<file path="src/rtl/scl_ratio_pkg.sv">
package scl_ratio_pkg;

    localparam int SLOT_W = 4;

    localparam logic [1:0] RATIO_EVEN     = 2'd0;
    localparam logic [1:0] RATIO_FAST     = 2'd1;
    localparam logic [1:0] RATIO_FASTPLUS = 2'd2;

    typedef enum logic [1:0] {
        ST_IDLE = 2'd0,
        ST_LOW  = 2'd1,
        ST_HIGH = 2'd2
    } gen_state_e;

endpackage

</file>
<file path="src/rtl/scl_ratio_decode.sv">
module scl_ratio_decode
    import scl_ratio_pkg::*;
(
    input  logic [1:0]        ratio,
    output logic [SLOT_W-1:0] low_slots,
    output logic [SLOT_W-1:0] high_slots
);

    always_comb begin
        unique case (ratio)
            RATIO_FAST: begin
                low_slots  = SLOT_W'(6);
                high_slots = SLOT_W'(3);
            end
            RATIO_FASTPLUS: begin
                low_slots  = SLOT_W'(11);
                high_slots = SLOT_W'(3);
            end
            default: begin
                low_slots  = SLOT_W'(4);
                high_slots = SLOT_W'(4);
            end
        endcase
    end

endmodule

</file>
<file path="src/rtl/scl_prescale.sv">
module scl_prescale #(
    parameter int W = 8
) (
    input  logic         clk,
    input  logic         rst_n,
    input  logic         clr,
    input  logic         run,
    input  logic [W-1:0] limit,
    output logic         at_zero,
    output logic         tick
);

    logic [W-1:0] cnt_q;

    assign at_zero = (cnt_q == '0);
    assign tick    = run && (cnt_q == limit);

    always_ff @(posedge clk or negedge rst_n) begin
        if (!rst_n) begin
            cnt_q <= '0;
        end else if (clr) begin
            cnt_q <= '0;
        end else if (run) begin
            cnt_q <= tick ? '0 : cnt_q + W'(1);
        end
    end

endmodule

</file>
<file path="src/rtl/scl_ratio_gen.sv">
module scl_ratio_gen
    import scl_ratio_pkg::*;
#(
    parameter int               DIV_W     = 8,
    parameter logic [DIV_W-1:0] DIV_RESET = DIV_W'(59)
) (
    input  logic             clk,
    input  logic             rst_n,
    input  logic             en,
    input  logic [1:0]       ratio_sel,
    input  logic [DIV_W-1:0] div_val,
    input  logic             scl_in,
    output logic             scl_drive_low,
    output logic             mid_low_stb,
    output logic             mid_high_stb
);

    gen_state_e        state_q, state_d;
    logic [SLOT_W-1:0] slot_q, slot_d;
    logic [1:0]        rsel_q;
    logic [DIV_W-1:0]  div_q;
    logic              load_shadow;

    logic [SLOT_W-1:0] low_slots, high_slots;
    logic              pre_zero, pre_tick, pre_clr, pre_run;
    logic              last_low, last_high;

    scl_ratio_decode u_decode (
        .ratio      (rsel_q),
        .low_slots  (low_slots),
        .high_slots (high_slots)
    );

    assign pre_clr = (state_q == ST_IDLE);
    assign pre_run = (state_q == ST_LOW) || ((state_q == ST_HIGH) && scl_in);

    scl_prescale #(.W(DIV_W)) u_prescale (
        .clk     (clk),
        .rst_n   (rst_n),
        .clr     (pre_clr),
        .run     (pre_run),
        .limit   (div_q),
        .at_zero (pre_zero),
        .tick    (pre_tick)
    );

    assign last_low  = (slot_q == low_slots  - SLOT_W'(1));
    assign last_high = (slot_q == high_slots - SLOT_W'(1));

    // Next-state logic
    always_comb begin
        state_d     = state_q;
        slot_d      = slot_q;
        load_shadow = 1'b0;
        unique case (state_q)
            ST_IDLE: begin
                if (en) begin
                    state_d     = ST_LOW;
                    slot_d      = '0;
                    load_shadow = 1'b1;
                end
            end
            ST_LOW: begin
                if (!en) begin
                    state_d = ST_IDLE;
                    slot_d  = '0;
                end else if (pre_tick) begin
                    if (last_low) begin
                        state_d = ST_HIGH;
                        slot_d  = '0;
                    end else begin
                        slot_d = slot_q + SLOT_W'(1);
                    end
                end
            end
            ST_HIGH: begin
                if (!en) begin
                    state_d = ST_IDLE;
                    slot_d  = '0;
                end else if (pre_tick) begin
                    if (last_high) begin
                        state_d     = ST_LOW;
                        slot_d      = '0;
                        load_shadow = 1'b1;
                    end else begin
                        slot_d = slot_q + SLOT_W'(1);
                    end
                end
            end
            default: begin
                state_d = ST_IDLE;
                slot_d  = '0;
            end
        endcase
    end

    // State register and shadow settings
    always_ff @(posedge clk or negedge rst_n) begin
        if (!rst_n) begin
            state_q <= ST_IDLE;
            slot_q  <= '0;
            rsel_q  <= RATIO_EVEN;
            div_q   <= DIV_RESET;
        end else begin
            state_q <= state_d;
            slot_q  <= slot_d;
            if (load_shadow) begin
                rsel_q <= ratio_sel;
                div_q  <= div_val;
            end
        end
    end

    // Outputs
    always_comb begin
        scl_drive_low = en && (state_q == ST_LOW);
        mid_low_stb   = en && (state_q == ST_LOW) && pre_zero
                        && (slot_q == (low_slots >> 1));
        mid_high_stb  = en && (state_q == ST_HIGH) && scl_in && pre_zero
                        && (slot_q == (high_slots >> 1));
    end

endmodule

</file>
<file path="config.mk">
export PLATFORM = sky130hd
export DESIGN_NAME = scl_ratio_gen
export DESIGN_NICKNAME = d
export VERILOG_FILES = /design/src/rtl/scl_ratio_pkg.sv /design/src/rtl/scl_ratio_decode.sv /design/src/rtl/scl_prescale.sv /design/src/rtl/scl_ratio_gen.sv
export SDC_FILE = /design/constraint.sdc
export NUM_CORES = 1
export LEC_CHECK = 0
export CORE_MARGIN = 2
export CORE_UTILIZATION = 60
export CTS_CLUSTER_DIAMETER = 40
export CTS_CLUSTER_SIZE = 8
export DETAILED_ROUTE_END_ITERATION = 7
export PLACE_DENSITY_LB_ADDON = 0.25
export SLEW_MARGIN = 20
export SYNTH_ARGS = -nofsm -noshare
export SYNTH_HDL_FRONTEND = slang
export SYNTH_SLANG_ARGS = --single-unit
export TNS_END_PERCENT = 50
</file>
<file path="constraint.sdc">
create_clock -name clk -period 6.1 [get_ports clk]
set_clock_uncertainty 0.2 [all_clocks]
set_input_delay 1.22 -clock clk [delete_from_list [all_inputs] [get_ports clk]]
set_output_delay 1.22 -clock clk [all_outputs]
set_load 0.02 [all_outputs]
</file>
* After elaboration in Yosys (flattened, before gate mapping)
Cells that the tools add are included. Widths: inputs -> output; s select.
Storage, ports and cells: output and inout port bits 3, input bits 14, flip-flop bits (word level) 24, word-level logic and storage cells 65
Operators by class: equal/unequal tests 14, muxes and demuxes 26, $add $sub $neg 4, reduce and logical (&&, ||, !) cells 16
Operators by type and width (number):
- $mux 4 | 7
- $mux 8 | 3
- $mux 2 | 7
- $pmux 4 s3 | 1
- $logic_and 1x1->1 | 9
- $add 8x1->8 const B | 1
- $eq 4x3->1 | 2
- $eq 4x4->1 | 2
- $eq 8x8->1 | 1
- $logic_not 8->1 | 1
- $pmux 4 s2 | 1
- $sub 4x1->4 const B | 2
- $ne 3x2->1 const B | 2
- $ne 3x3->1 const B | 2
- $pmux 2 s3 | 1
- $reduce_and 5->1 | 1
- $add 4x1->4 const B | 1
- $eq 2x1->1 const B | 2
- $eq 2x2->1 const B | 2
- $mux 1 | 4
- $mux 3 | 1
- $reduce_and 3->1 | 1
- $logic_not 2->1 | 1
- $ne 2x2->1 const B | 1
- 4 further kinds | 4

* Depth between registers and ports, before layout
Gate-level depths: netlist of the first run.
word-level depth 9, depth in mapped cells 9, mapped depth without buffers 7

* By module
From an unflattened synthesis of the first run, not the netlist that was laid out.
Second synthesis, totals: cell total of the unflattened synthesis 169, area, all modules 1716.6 µm²
Modules (own cells, without submodules):
- scl_ratio_gen | seq. area each 406.6 µm², cells each 105, area each 1082.3 µm², instances 1
- scl_prescale | seq. area each 200.2 µm², cells each 54, area each 564.3 µm², instances 1
- scl_ratio_decode | seq. area each 0.0 µm², cells each 10, area each 70.1 µm², instances 1

* Worst setup path after synthesis of the first run
Ideal clock, no wire load.
path type input port to output port, start point input port en, end point output port mid_low_stb, required time 4680 ps, path buffers 1, stages on the path 3, setup slack 2377 ps, arrival 2303 ps, cells stage by stage clkbuf_1 > nand2_1 > nor4bb_1
On the way: cells in the longest elaborated chain, start to end 3
Ends and longest elaborated chain:
- start: declaration | line scl_ratio_gen.sv:9 | input logic en,
- $logic_and 1x1->1 (2 in a row) | line scl_ratio_gen.sv:117 | mid_low_stb = en && (state_q == ST_LOW) && pre_zero
- $logic_and 1x1->1 | line scl_ratio_gen.sv:118 | && (slot_q == (low_slots >> 1));
- end: declaration | line scl_ratio_gen.sv:14 | output logic mid_low_stb,
Every way passes these cells.

* Final worst setup path of the first run
Ends and elaborated chain as after synthesis.

==> results of run 1 <==
-- flip-flops by register name, summed over array words and instances (netlist names) --
register and cells:
state_q 2, slot_q 4, u_prescale.cnt_q 8, rsel_q 2, div_q 8
-- kinds of logic after synthesis --
logic type	Yosys count	synth area share, %
simple gates	53	18.0
compound gates	21	10.0
buf+inv	15	3.98
xor+xnor	18	10.2
fa+ha+maj	11	8.94
mux	13	9.35
flops	24	39.4
-- per-layer routing --
layer	GRT usage, %	vias to the layer above
li1	-	574
met1	29.8	572
met2	40.1	31
met3	3.83	5
met4	8.33	0
met5	0	-
-- layout by cell type (no fill, tap or decap), types with 2 or more instances in the layout --
| cell type | n |
|---|---|
| sky130_fd_sc_hd__o2bb2ai_1 | 4 |
| sky130_fd_sc_hd__nand3_1 | 7 |
| sky130_fd_sc_hd__inv_1 | 10 |
| sky130_fd_sc_hd__dfrtp_1 | 19 |
| sky130_fd_sc_hd__mux2i_1 | 2 |
| sky130_fd_sc_hd__nor4_1 | 3 |
| sky130_fd_sc_hd__dfstp_2 | 5 |
| sky130_fd_sc_hd__mux2_2 | 10 |
| sky130_fd_sc_hd__o2111ai_1 | 2 |
| sky130_fd_sc_hd__clkbuf_4 | 3 |
| sky130_fd_sc_hd__and3_1 | 2 |
| sky130_fd_sc_hd__clkdlybuf4s50_1 | 15 |
| sky130_fd_sc_hd__nor2_1 | 11 |
| sky130_fd_sc_hd__xor2_1 | 8 |
| sky130_fd_sc_hd__o22ai_1 | 2 |
| sky130_fd_sc_hd__a21oi_1 | 5 |
| sky130_fd_sc_hd__xnor2_1 | 10 |
| sky130_fd_sc_hd__ha_1 | 11 |
| sky130_fd_sc_hd__o21ai_0 | 2 |
| sky130_fd_sc_hd__nand2b_1 | 4 |
| sky130_fd_sc_hd__nor3_1 | 3 |
| sky130_fd_sc_hd__nand4_1 | 2 |
| sky130_fd_sc_hd__nand2_1 | 12 |
| sky130_fd_sc_hd__and2_1 | 2 |
-- power by group --
| part | internal (µW) | total, µW | switching (µW) |
|---|---|---|---|
| Sequential | 219 | 269 | 49.9 |
| Combinational | 150 | 314 | 164 |
| Clock | 66.5 | 115 | 48.1 |
-- stage by stage --
stage               hold slack, ns  setup WS [ns]  utilization (%)
floorplan                    0.302           2.38                -
global placement             0.321           1.78             69.8
detailed placement           0.323           1.74             69.8
CTS                          0.354           1.73             71.9
global route                 0.381           1.59             71.7
finish                       0.355           1.71             71.7
-- critical path, cell delays in order --
cell,delay [ns]
sky130_fd_sc_hd__clkdlybuf4s50_1,0.62
sky130_fd_sc_hd__nand2_1,0.17
sky130_fd_sc_hd__nor4bb_1,0.30
sky130_fd_sc_hd__clkdlybuf4s50_1,0.65
-- worst paths after layout --
path                             from                   to  slack [ns]  cells after the start
setup / recovery                   en          mid_low_stb        1.71                      4
hold / removal               div_q[2]             div_q[2]        0.35                      1
setup reg to reg           state_q[0]             div_q[6]        3.31                      7
hold reg to reg              div_q[2]             div_q[2]        0.35                      1
max in group asynchronous       rst_n             div_q[0]        4.67                      1
min in group asynchronous       rst_n  u_prescale.cnt_q[1]        0.66                      1
-- final cells by class --
| class | instances | area, µm² | area share (%) |
|---|---|---|---|
| inverter | 10 | 37.5 | 2.13 |
| timing repair buffer | 16 | 155 | 8.81 |
| multi-input combinational | 116 | 871 | 49.5 |
| sequential | 24 | 607 | 34.5 |
| tap | 30 | 37.5 | 2.13 |
| clock inverter | 1 | 30.0 | 1.71 |
| clock buffer | 3 | 22.5 | 1.28 |
==> impl_metrics.prom, run 1 <==
# TYPE chip_impl_metric gauge
chip_impl_metric{name="final_report_hold_violation_count",unit=""} 0
chip_impl_info{name="timing.critical_path.from_type",value="primary input"} 1
chip_impl_metric{name="detailroute.wirelength.met2",unit="µm"} 1570
chip_impl_info{name="worst-setup-path-type",value="primary input to output pin"} 1
chip_impl_metric{name="synth.ff_latch_count",unit=""} 24
chip_impl_metric{name="die_h",unit="µm"} 54.6
chip_impl_metric{name="fin_setup_tns",unit="ns"} 0
chip_impl_info{name="netlist_top_cells_count",value="sky130_fd_sc_hd__dfrtp_1 (19), sky130_fd_sc_hd__nand2_1 (12), sky130_fd_sc_hd__ha_1 (11), sky130_fd_sc_hd__nor2_1 (11)"} 1
chip_impl_metric{name="cap_violations",unit=""} 0
chip_impl_metric{name="fmax",unit="GHz"} 0.228
chip_impl_metric{name="cts-buffers-inserted",unit=""} 3
chip_impl_metric{name="grt_max_degree",unit=""} 25
chip_impl_metric{name="worstPathRequired",unit="ns"} 4.68
chip_impl_metric{name="die_area",unit="µm²"} 2990
chip_impl_info{name="top_reg_cell_synth",value="sky130_fd_sc_hd__dfrtp_1"} 1
chip_impl_metric{name="syn-mean-instance-area",unit="µm²"} 9.93
chip_impl_info{name="hold_class",value="register to register"} 1
chip_impl_metric{name="syn_to_final_growth",unit="%"} 14.4
chip_impl_metric{name="synth_enable_flop_cells",unit=""} 0
chip_impl_metric{name="ioPinCount",unit=""} 17
chip_impl_metric{name="fin_nets",unit=""} 196
chip_impl_metric{name="synthArstFlopShare",unit="%"} 100
chip_impl_metric{name="setup_repair_bufs_after_cts",unit=""} 0
chip_impl_metric{name="arrival_time_worst_endpoint",unit="ns"} 2.97
chip_impl_metric{name="finalPower",unit="µW"} 698
chip_impl_metric{name="fin_area",unit="µm²"} 1760
chip_impl_metric{name="grt.overflow.total",unit=""} 0
chip_impl_metric{name="placed_area",unit="µm²"} 1710
chip_impl_metric{name="wl_met1",unit="µm"} 1360
chip_impl_info{name="highest_layer",value="met4"} 1
chip_impl_metric{name="core_region_area",unit="µm²"} 2450
chip_impl_info{name="rsz0062_at_grt",value="false"} 1
chip_impl_metric{name="netlist-cell-type-count",unit=""} 40
chip_impl_metric{name="number_of_rows_in_the_core_area",unit=""} 18
chip_impl_metric{name="first_global_vias",unit=""} 1144
chip_impl_metric{name="drive_above_1_share",unit="%"} 13.5
chip_impl_metric{name="start_util",unit="%"} 62.7
chip_impl_metric{name="io_buffers",unit=""} 16
chip_impl_metric{name="synth_area",unit="µm²"} 1540
chip_impl_metric{name="die_width",unit="µm"} 54.6
chip_impl_metric{name="power.static_leakage",unit="µW"} 0.000746
chip_impl_info{name="worstSetupEndpointType",value="output pin"} 1
chip_impl_info{name="tritoncts",value="done"} 1
chip_impl_metric{name="clock_tree.htree_level_count",unit=""} 1
chip_impl_metric{name="timing.final.max_slew_violations",unit=""} 0
chip_impl_metric{name="synth_seq_area_share",unit="%"} 39.4
chip_impl_info{name="run_status",value="complete, no violations"} 1
chip_impl_metric{name="instances_no_fill",unit=""} 200
chip_impl_metric{name="postRouteWirelength",unit="µm"} 3090
chip_impl_metric{name="clkSlewWorstSetupHoldPaths",unit="ns"} 0.13
chip_impl_metric{name="detailroute.via_count",unit=""} 1182
chip_impl_metric{name="synthDominantCellAreaShare",unit="%"} 30.9
chip_impl_metric{name="finalWeightedCongestion",unit=""} 0.936
chip_impl_metric{name="final_min_period_over_clock_period",unit="%"} 71.9
chip_impl_metric{name="antenna_found_initial",unit=""} 0
chip_impl_metric{name="max_slew_margin",unit="%"} 62.9
chip_impl_metric{name="cts.sink_count",unit=""} 24
chip_impl_metric{name="viasPerCell",unit=""} 5.91
chip_impl_metric{name="postCtsResizedCells",unit=""} 0
chip_impl_metric{name="detailedRoute.firstIterationViolations",unit=""} 31
chip_impl_metric{name="antenna_cells_inserted",unit=""} 0
chip_impl_metric{name="cts_max_path_buffers",unit=""} 2
chip_impl_metric{name="fillCellCount",unit=""} 173
chip_impl_metric{name="route.antenna.remaining_nets",unit=""} 0
chip_impl_info{name="cts.root.buffer_cell",value="sky130_fd_sc_hd__clkbuf_4"} 1
chip_impl_metric{name="hold_buffers",unit=""} 0
chip_impl_metric{name="route.detailed.wl_per_inst",unit="µm"} 15.5
chip_impl_info{name="netlist_top_cells_area",value="sky130_fd_sc_hd__dfrtp_1 (31%), sky130_fd_sc_hd__ha_1 (8.9%), sky130_fd_sc_hd__dfstp_2 (8.5%)"} 1
chip_impl_metric{name="detail_route.first_pass.iterations",unit=""} 4
chip_impl_metric{name="detailedPlacementHpwl",unit="µm"} 2310
chip_impl_metric{name="synthesis.nets",unit=""} 180
chip_impl_metric{name="grt_use_total",unit="%"} 23.5
chip_impl_metric{name="powerDensity",unit="nW/µm²"} 397
chip_impl_metric{name="final-setup-viol-count",unit=""} 0
chip_impl_info{name="most_used_standard_cell_by_instance_count_after_synthesis",value="sky130_fd_sc_hd__dfrtp_1"} 1
chip_impl_metric{name="layout_min_cycle_time",unit="ns"} 4.39
chip_impl_metric{name="route.detailed.drc",unit=""} 0
chip_impl_metric{name="dp.cells",unit=""} 196
chip_impl_metric{name="synthesized_netlist_cell_count",unit=""} 155
chip_impl_metric{name="worstSkewPairLatency",unit="ns"} 0.32
chip_impl_metric{name="yosys_warnings",unit=""} 0
chip_impl_metric{name="worstPathMaxFanout",unit=""} 9
chip_impl_info{name="synth_top_cell_by_area",value="sky130_fd_sc_hd__dfrtp_1"} 1
chip_impl_metric{name="route.met3.wl",unit="µm"} 120
chip_impl_metric{name="grt_pass1_wl",unit="µm"} 5000
chip_impl_metric{name="tightest_slew",unit="ns"} 0.555
chip_impl_metric{name="vdd.ir_drop.worst",unit="mV"} 0.290
No activity file was read; power rests on OpenSTA's default activity.
==> run 2, diff against run 1 <==
--- a/config.mk
+++ b/config.mk
@@ -6,7 +6,7 @@
 export NUM_CORES = 1
 export LEC_CHECK = 0
 export CORE_MARGIN = 2
-export CORE_UTILIZATION = 60
+export CORE_UTILIZATION = 55
 export CTS_CLUSTER_DIAMETER = 40
 export CTS_CLUSTER_SIZE = 8
 export DETAILED_ROUTE_END_ITERATION = 7
==> constraint.sdc (replaced) <==
create_clock -name clk -period 4.3 [get_ports clk]
set_clock_uncertainty 0.2 [all_clocks]
set_input_delay 0.86 -clock clk [delete_from_list [all_inputs] [get_ports clk]]
set_output_delay 0.86 -clock clk [all_outputs]
set_load 0.02 [all_outputs]
==> impl_metrics.prom, run 2 (same netlist as run 1, synthesis figures left out) <==
# TYPE chip_impl_metric gauge
chip_impl_metric{name="final-setup-viol-count",unit=""} 0
chip_impl_metric{name="grt_use_total",unit="%"} 19.5
chip_impl_metric{name="route.detailed.drc",unit=""} 0
chip_impl_metric{name="power_report.internal_total",unit="µW"} 618
chip_impl_metric{name="tightest_slew",unit="ns"} 0.546
chip_impl_info{name="run_status",value="complete, no violations"} 1
chip_impl_metric{name="vdd.ir_drop.worst",unit="mV"} 0.351
chip_impl_metric{name="antenna_found_initial",unit=""} 0
chip_impl_info{name="worst-setup-path-type",value="primary input to output pin"} 1
chip_impl_metric{name="detailedPlacementHpwl",unit="µm"} 2200
chip_impl_metric{name="cts_max_path_buffers",unit=""} 2
chip_impl_metric{name="final_report_hold_violation_count",unit=""} 0
chip_impl_metric{name="grt_pass1_wl",unit="µm"} 4970
chip_impl_metric{name="die_h",unit="µm"} 56.9
chip_impl_metric{name="detailroute.via_count",unit=""} 1173
chip_impl_metric{name="worstPathMaxFanout",unit=""} 9
chip_impl_metric{name="fmax",unit="GHz"} 0.273
chip_impl_info{name="hold_class",value="primary input to asynchronous set/reset pin"} 1
chip_impl_metric{name="cap_violations",unit=""} 0
chip_impl_info{name="reg.largest.list",value="div_q (8), u_prescale.cnt_q (8), slot_q (4)"} 1
chip_impl_metric{name="arrival_time_worst_endpoint",unit="ns"} 2.60
chip_impl_metric{name="finalWeightedCongestion",unit=""} 0.770
chip_impl_info{name="layout_commonest_cell",value="sky130_fd_sc_hd__dfrtp_1"} 1
chip_impl_metric{name="seqCellArea",unit="µm²"} 607
chip_impl_info{name="crit_chain",value="clkdlybuf4s50_1 -> nand2_1 -> nor4bb_1 -> clkdlybuf4s50_1"} 1
chip_impl_info{name="critPathSlowestCell",value="sky130_fd_sc_hd__clkdlybuf4s50_1"} 1
chip_impl_metric{name="power.static_leakage",unit="µW"} 0.000746
chip_impl_metric{name="start_util",unit="%"} 56.8
chip_impl_metric{name="io_buffers",unit=""} 16
chip_impl_metric{name="grt_util_met1",unit="%"} 27.2
chip_impl_metric{name="cts.sink_count",unit=""} 24
chip_impl_metric{name="clkSlewWorstSetupHoldPaths",unit="ns"} 0.14
chip_impl_metric{name="netSwitchingFraction",unit="%"} 36.8
chip_impl_metric{name="grt.overflow.total",unit=""} 0
chip_impl_metric{name="core_region_area",unit="µm²"} 2710
chip_impl_metric{name="detailedRoute.firstIterationViolations",unit=""} 41
chip_impl_metric{name="fin_nets",unit=""} 196
chip_impl_metric{name="worstSkewPairLatency",unit="ns"} 0.33
chip_impl_metric{name="fillCellCount",unit=""} 222
chip_impl_metric{name="postRouteWirelength",unit="µm"} 2870
chip_impl_metric{name="antenna_cells_inserted",unit=""} 0
chip_impl_metric{name="worstPathRequired",unit="ns"} 3.24
chip_impl_metric{name="timing.final.max_slew_violations",unit=""} 0
chip_impl_metric{name="detail_route.first_pass.iterations",unit=""} 4
chip_impl_metric{name="multiInputGateArea",unit="µm²"} 871
chip_impl_metric{name="grtUsageMet3",unit="%"} 3.00
chip_impl_metric{name="max_slew_margin",unit="%"} 63.6
chip_impl_metric{name="finalPower",unit="µW"} 979
chip_impl_metric{name="die_area",unit="µm²"} 3240
chip_impl_metric{name="die_width",unit="µm"} 56.9
chip_impl_metric{name="route.antenna.remaining_nets",unit=""} 0
chip_impl_metric{name="layout_min_cycle_time",unit="ns"} 3.66
chip_impl_info{name="grt.busiest_layer",value="met2"} 1
chip_impl_metric{name="power_switching",unit="µW"} 361
chip_impl_metric{name="first_global_vias",unit=""} 1142
chip_impl_metric{name="viasPerCell",unit=""} 5.84
chip_impl_metric{name="route.detailed.wl_per_inst",unit="µm"} 14.3
chip_impl_metric{name="critical_path_buffers_and_inverters",unit=""} 2
chip_impl_info{name="top_cell_family_by_delay_on_the_critical_path",value="buffers and inverters"} 1
chip_impl_metric{name="grt_max_degree",unit=""} 25
chip_impl_metric{name="hold_buffers",unit=""} 0
chip_impl_info{name="rsz0062_at_grt",value="false"} 1
chip_impl_metric{name="p_seq_share",unit="%"} 38.3
chip_impl_metric{name="clock_tree.htree_level_count",unit=""} 1
chip_impl_metric{name="syn_to_final_growth",unit="%"} 14.5
chip_impl_metric{name="setup_repair_bufs_after_cts",unit=""} 0
chip_impl_info{name="worstSetupEndpointType",value="output pin"} 1
chip_impl_metric{name="use_met2",unit="%"} 30.7
chip_impl_metric{name="fin_setup_tns",unit="ns"} 0
chip_impl_info{name="timing.critical_path.from_type",value="primary input"} 1
chip_impl_metric{name="cts-buffers-inserted",unit=""} 3
chip_impl_info{name="mostFrequentLayoutCells",value="sky130_fd_sc_hd__dfrtp_1 (19), sky130_fd_sc_hd__clkdlybuf4s50_1 (15), sky130_fd_sc_hd__nand2_1 (12)"} 1
chip_impl_metric{name="drive_above_1_share",unit="%"} 13.5
chip_impl_metric{name="postCtsResizedCells",unit=""} 0
chip_impl_metric{name="powerDensity",unit="nW/µm²"} 556
chip_impl_metric{name="cpPeakStageDelay",unit="ns"} 0.66
chip_impl_metric{name="combinational_cell_fraction_of_total_power",unit="%"} 44.5
chip_impl_info{name="timing.critical_path.mode_cell",value="sky130_fd_sc_hd__clkdlybuf4s50_1"} 1
chip_impl_metric{name="p_clk_share",unit="%"} 17.1
chip_impl_metric{name="final_min_period_over_clock_period",unit="%"} 85.1
chip_impl_info{name="cts.root.buffer_cell",value="sky130_fd_sc_hd__clkbuf_4"} 1
chip_impl_metric{name="ioPinCount",unit=""} 17
chip_impl_metric{name="number_of_rows_in_the_core_area",unit=""} 19
chip_impl_info{name="tritoncts",value="done"} 1
run 2: layout make-up:
type / count / share of cell area, %
clock inverters: 1 / 1.70
repair buffers: 16 / 8.81
inverters: 10 / 2.13
flip-flops and latches: 24 / 34.4
well taps: 31 / 2.20
multi-input cells: 116 / 49.4
clock buffers: 3 / 1.28
run 2: path summary, 6_finish.rpt:
| kind | from | depth (start not counted) | end | slack (ns) |
|---|---|---|---|---|
| worst max-delay path | en | 4 | mid_low_stb | 0.64 |
| worst min-delay path | rst_n | 1 | state_q[1] | 0.29 |
| worst max register to register | state_q[0] | 7 | div_q[7] | 1.51 |
| worst min register to register | div_q[6] | 1 | div_q[6] | 0.35 |
| max in group asynchronous | rst_n | 1 | div_q[5] | 3.23 |
| min in group clk | div_q[6] | 1 | div_q[6] | 0.35 |
run 2: power by group through the flow:
stage | Clock (µW) | Combinational (µW) | Sequential, µW
floorplan | 0 | 358 | 364
global placement | 0 | 418 | 378
detailed placement | 0 | 440 | 383
CTS | 171 | 442 | 378
global route | 178 | 490 | 390
finish | 168 | 436 | 375
run 2: worst reg2reg max path: stages, from the launching register on:
cell	delay (ns)
sky130_fd_sc_hd__dfrtp_1	0.44
sky130_fd_sc_hd__inv_1	0.10
sky130_fd_sc_hd__ha_1	0.28
sky130_fd_sc_hd__a21o_1	0.34
sky130_fd_sc_hd__nand2_2	0.09
sky130_fd_sc_hd__or3_1	0.47
sky130_fd_sc_hd__o21ai_4	0.39
sky130_fd_sc_hd__mux2_2	0.38
run 2: metrics by stage:
stage	instances	cell area [µm²]	hold WS (ns)	setup WS [ns]	utilization (%)
after floorplan	155	1540	0.302	1.30	-
after global placement	197	1710	0.316	0.695	63.3
after detailed placement	197	1710	0.331	0.638	63.3
after CTS	201	1770	0.363	0.635	65.2
after global routing	201	1760	0.316	0.541	65.0
final	201	1760	0.289	0.643	65.0
run 2: per-layer routing:
layer	vias up	wire length, µm
met5	-	0
met4	0	47
met3	5	98
met2	24	1390
met1	573	1330
li1	571	-
==> run 3, diff against run 2 <==
--- a/config.mk
+++ b/config.mk
@@ -6,7 +6,7 @@
 export NUM_CORES = 1
 export LEC_CHECK = 0
 export CORE_MARGIN = 2
-export CORE_UTILIZATION = 55
+export CORE_UTILIZATION = 60
 export CTS_CLUSTER_DIAMETER = 40
 export CTS_CLUSTER_SIZE = 8
 export DETAILED_ROUTE_END_ITERATION = 7
==> constraint.sdc (replaced) <==
create_clock -name clk -period 4.49 [get_ports clk]
set_clock_uncertainty 0.2 [all_clocks]
set_input_delay 0.898 -clock clk [delete_from_list [all_inputs] [get_ports clk]]
set_output_delay 0.898 -clock clk [all_outputs]
set_load 0.02 [all_outputs]
==> impl_metrics.prom, run 3 (same netlist as run 1, synthesis figures left out) <==
# TYPE chip_impl_metric gauge
chip_impl_info{name="run_status",value="complete, no violations"} 1
chip_impl_metric{name="power.static_leakage",unit="µW"} 0.000746
chip_impl_metric{name="grt.overflow.total",unit=""} 0
chip_impl_info{name="hold_class",value="primary input to asynchronous set/reset pin"} 1
chip_impl_metric{name="route.detailed.drc",unit=""} 0
chip_impl_metric{name="number_of_rows_in_the_core_area",unit=""} 18
chip_impl_metric{name="number_of_cells_on_the_worst_reg_to_reg_path",unit=""} 7
chip_impl_metric{name="fmax",unit="GHz"} 0.270
chip_impl_metric{name="detailedRoute.firstIterationViolations",unit=""} 14
chip_impl_metric{name="final_report_hold_violation_count",unit=""} 0
chip_impl_metric{name="hold_buffers",unit=""} 0
chip_impl_metric{name="drive_above_1_share",unit="%"} 13.5
chip_impl_info{name="r2r-end",value="rsel_q[0]"} 1
chip_impl_metric{name="placed_area",unit="µm²"} 1710
chip_impl_metric{name="start_util",unit="%"} 62.7
chip_impl_metric{name="io_buffers",unit=""} 16
chip_impl_metric{name="die_h",unit="µm"} 54.6
chip_impl_metric{name="cts_max_path_buffers",unit=""} 2
chip_impl_metric{name="worstPathMaxFanout",unit=""} 9
chip_impl_metric{name="layout_min_cycle_time",unit="ns"} 3.70
chip_impl_metric{name="powerDensity",unit="nW/µm²"} 532
chip_impl_metric{name="timing.final.max_slew_violations",unit=""} 0
chip_impl_metric{name="worst-r2r-setup-slack",unit="ns"} 1.70
chip_impl_info{name="reg.largest.list",value="div_q (8), u_prescale.cnt_q (8), slot_q (4)"} 1
chip_impl_metric{name="postRouteWirelength",unit="µm"} 2900
chip_impl_metric{name="antenna_found_initial",unit=""} 0
chip_impl_info{name="cts.root.buffer_cell",value="sky130_fd_sc_hd__clkbuf_4"} 1
chip_impl_metric{name="route.antenna.remaining_nets",unit=""} 0
chip_impl_metric{name="final-setup-viol-count",unit=""} 0
chip_impl_info{name="timing.critical_path.from_type",value="primary input"} 1
chip_impl_metric{name="grt_pass1_wl",unit="µm"} 4760
chip_impl_metric{name="clkSlewWorstSetupHoldPaths",unit="ns"} 0.14
chip_impl_info{name="tritoncts",value="done"} 1
chip_impl_metric{name="vdd.ir_drop.worst",unit="mV"} 0.383
chip_impl_metric{name="grt_use_total",unit="%"} 22.1
chip_impl_metric{name="ioPinCount",unit=""} 17
chip_impl_metric{name="finalWeightedCongestion",unit=""} 0.936
chip_impl_info{name="layout_commonest_cell",value="sky130_fd_sc_hd__dfrtp_1"} 1
chip_impl_metric{name="cts.sink_count",unit=""} 24
chip_impl_metric{name="tightest_slew",unit="ns"} 0.532
chip_impl_metric{name="arrival_time_worst_endpoint",unit="ns"} 2.60
chip_impl_info{name="mostFrequentLayoutCells",value="sky130_fd_sc_hd__dfrtp_1 (19), sky130_fd_sc_hd__clkdlybuf4s50_1 (15), sky130_fd_sc_hd__nand2_1 (12)"} 1
chip_impl_metric{name="die_area",unit="µm²"} 2990
chip_impl_metric{name="grt_max_degree",unit=""} 25
chip_impl_info{name="worstReg2RegStart",value="state_q[0]"} 1
chip_impl_metric{name="worstPathRequired",unit="ns"} 3.39
chip_impl_metric{name="postCtsResizedCells",unit=""} 0
chip_impl_metric{name="fin_nets",unit=""} 196
chip_impl_info{name="worst-setup-path-type",value="primary input to output pin"} 1
chip_impl_metric{name="detailroute.via_count",unit=""} 1162
chip_impl_metric{name="fin_setup_tns",unit="ns"} 0
chip_impl_metric{name="cap_violations",unit=""} 0
chip_impl_metric{name="cts-buffers-inserted",unit=""} 3
chip_impl_metric{name="worstSkewPairLatency",unit="ns"} 0.31
chip_impl_metric{name="setup_repair_bufs_after_cts",unit=""} 0
chip_impl_metric{name="viasPerCell",unit=""} 5.81
chip_impl_metric{name="detailedPlacementHpwl",unit="µm"} 2230
chip_impl_metric{name="max_slew_margin",unit="%"} 64.5
chip_impl_info{name="rsz0062_at_grt",value="false"} 1
chip_impl_metric{name="syn_to_final_growth",unit="%"} 14.4
chip_impl_metric{name="core_region_area",unit="µm²"} 2450
chip_impl_metric{name="first_global_vias",unit=""} 1105
chip_impl_metric{name="antenna_cells_inserted",unit=""} 0
chip_impl_metric{name="detail_route.first_pass.iterations",unit=""} 4
chip_impl_metric{name="die_width",unit="µm"} 54.6
chip_impl_info{name="worstSetupEndpointType",value="output pin"} 1
chip_impl_metric{name="route.detailed.wl_per_inst",unit="µm"} 14.5
chip_impl_metric{name="finalPower",unit="µW"} 937
chip_impl_metric{name="fin_area",unit="µm²"} 1760
chip_impl_metric{name="final_min_period_over_clock_period",unit="%"} 82.4
chip_impl_metric{name="clock_tree.htree_level_count",unit=""} 1
[run 3: power by group]
part	total, µW	switching (µW)	internal [µW]
registers	364	66.1	298
clock network	155	64.6	90.2
logic	419	214	205
total	937	345	593
[run 3: layout make-up]
cell class / count / area [µm²]
Multi-Input combinational cell: 116 / 871
Fill cell: 183 / 694
Sequential cell: 24 / 607
Timing Repair Buffer: 16 / 155
Inverter: 10 / 37.5
Tap cell: 30 / 37.5
Clock inverter: 1 / 30.0
Clock buffer: 3 / 22.5
[run 3: how the worst max path moves through the flow]
stage / startpoint / end / slack (ns)
after CTS: en / mid_low_stb / 0.78
after global placement: en / mid_low_stb / 0.82
after global routing: en / mid_low_stb / 0.66
final: en / mid_low_stb / 0.79
after detailed placement: en / mid_low_stb / 0.78
after floorplan: en / mid_low_stb / 1.41
[run 3: worst max-delay path: stages]
cell and delay [ns]:
sky130_fd_sc_hd__clkdlybuf4s50_1 0.62, sky130_fd_sc_hd__nand2_1 0.15, sky130_fd_sc_hd__nor4bb_1 0.29, sky130_fd_sc_hd__clkdlybuf4s50_1 0.64
[run 3: stage by stage]
stage | instances | hold slack [ns] | worst slack (ns) | util, %
4_1_cts | 200 | 0.364 | 0.780 | 71.9
3_3_place_gp | 196 | 0.320 | 0.817 | 69.8
2_1_floorplan | 155 | 0.302 | 1.41 | -
6_report | 200 | 0.336 | 0.790 | 71.7
5_1_grt | 200 | 0.354 | 0.657 | 71.7
3_5_place_dp | 196 | 0.332 | 0.783 | 69.8
[run 3: metal layers]
layer  part of all wire [%]  global-route usage [%]
met5                      0                       0
met4                      0                    5.42
met3                    3.0                    3.55
met2                     51                    38.5
met1                     46                    28.3
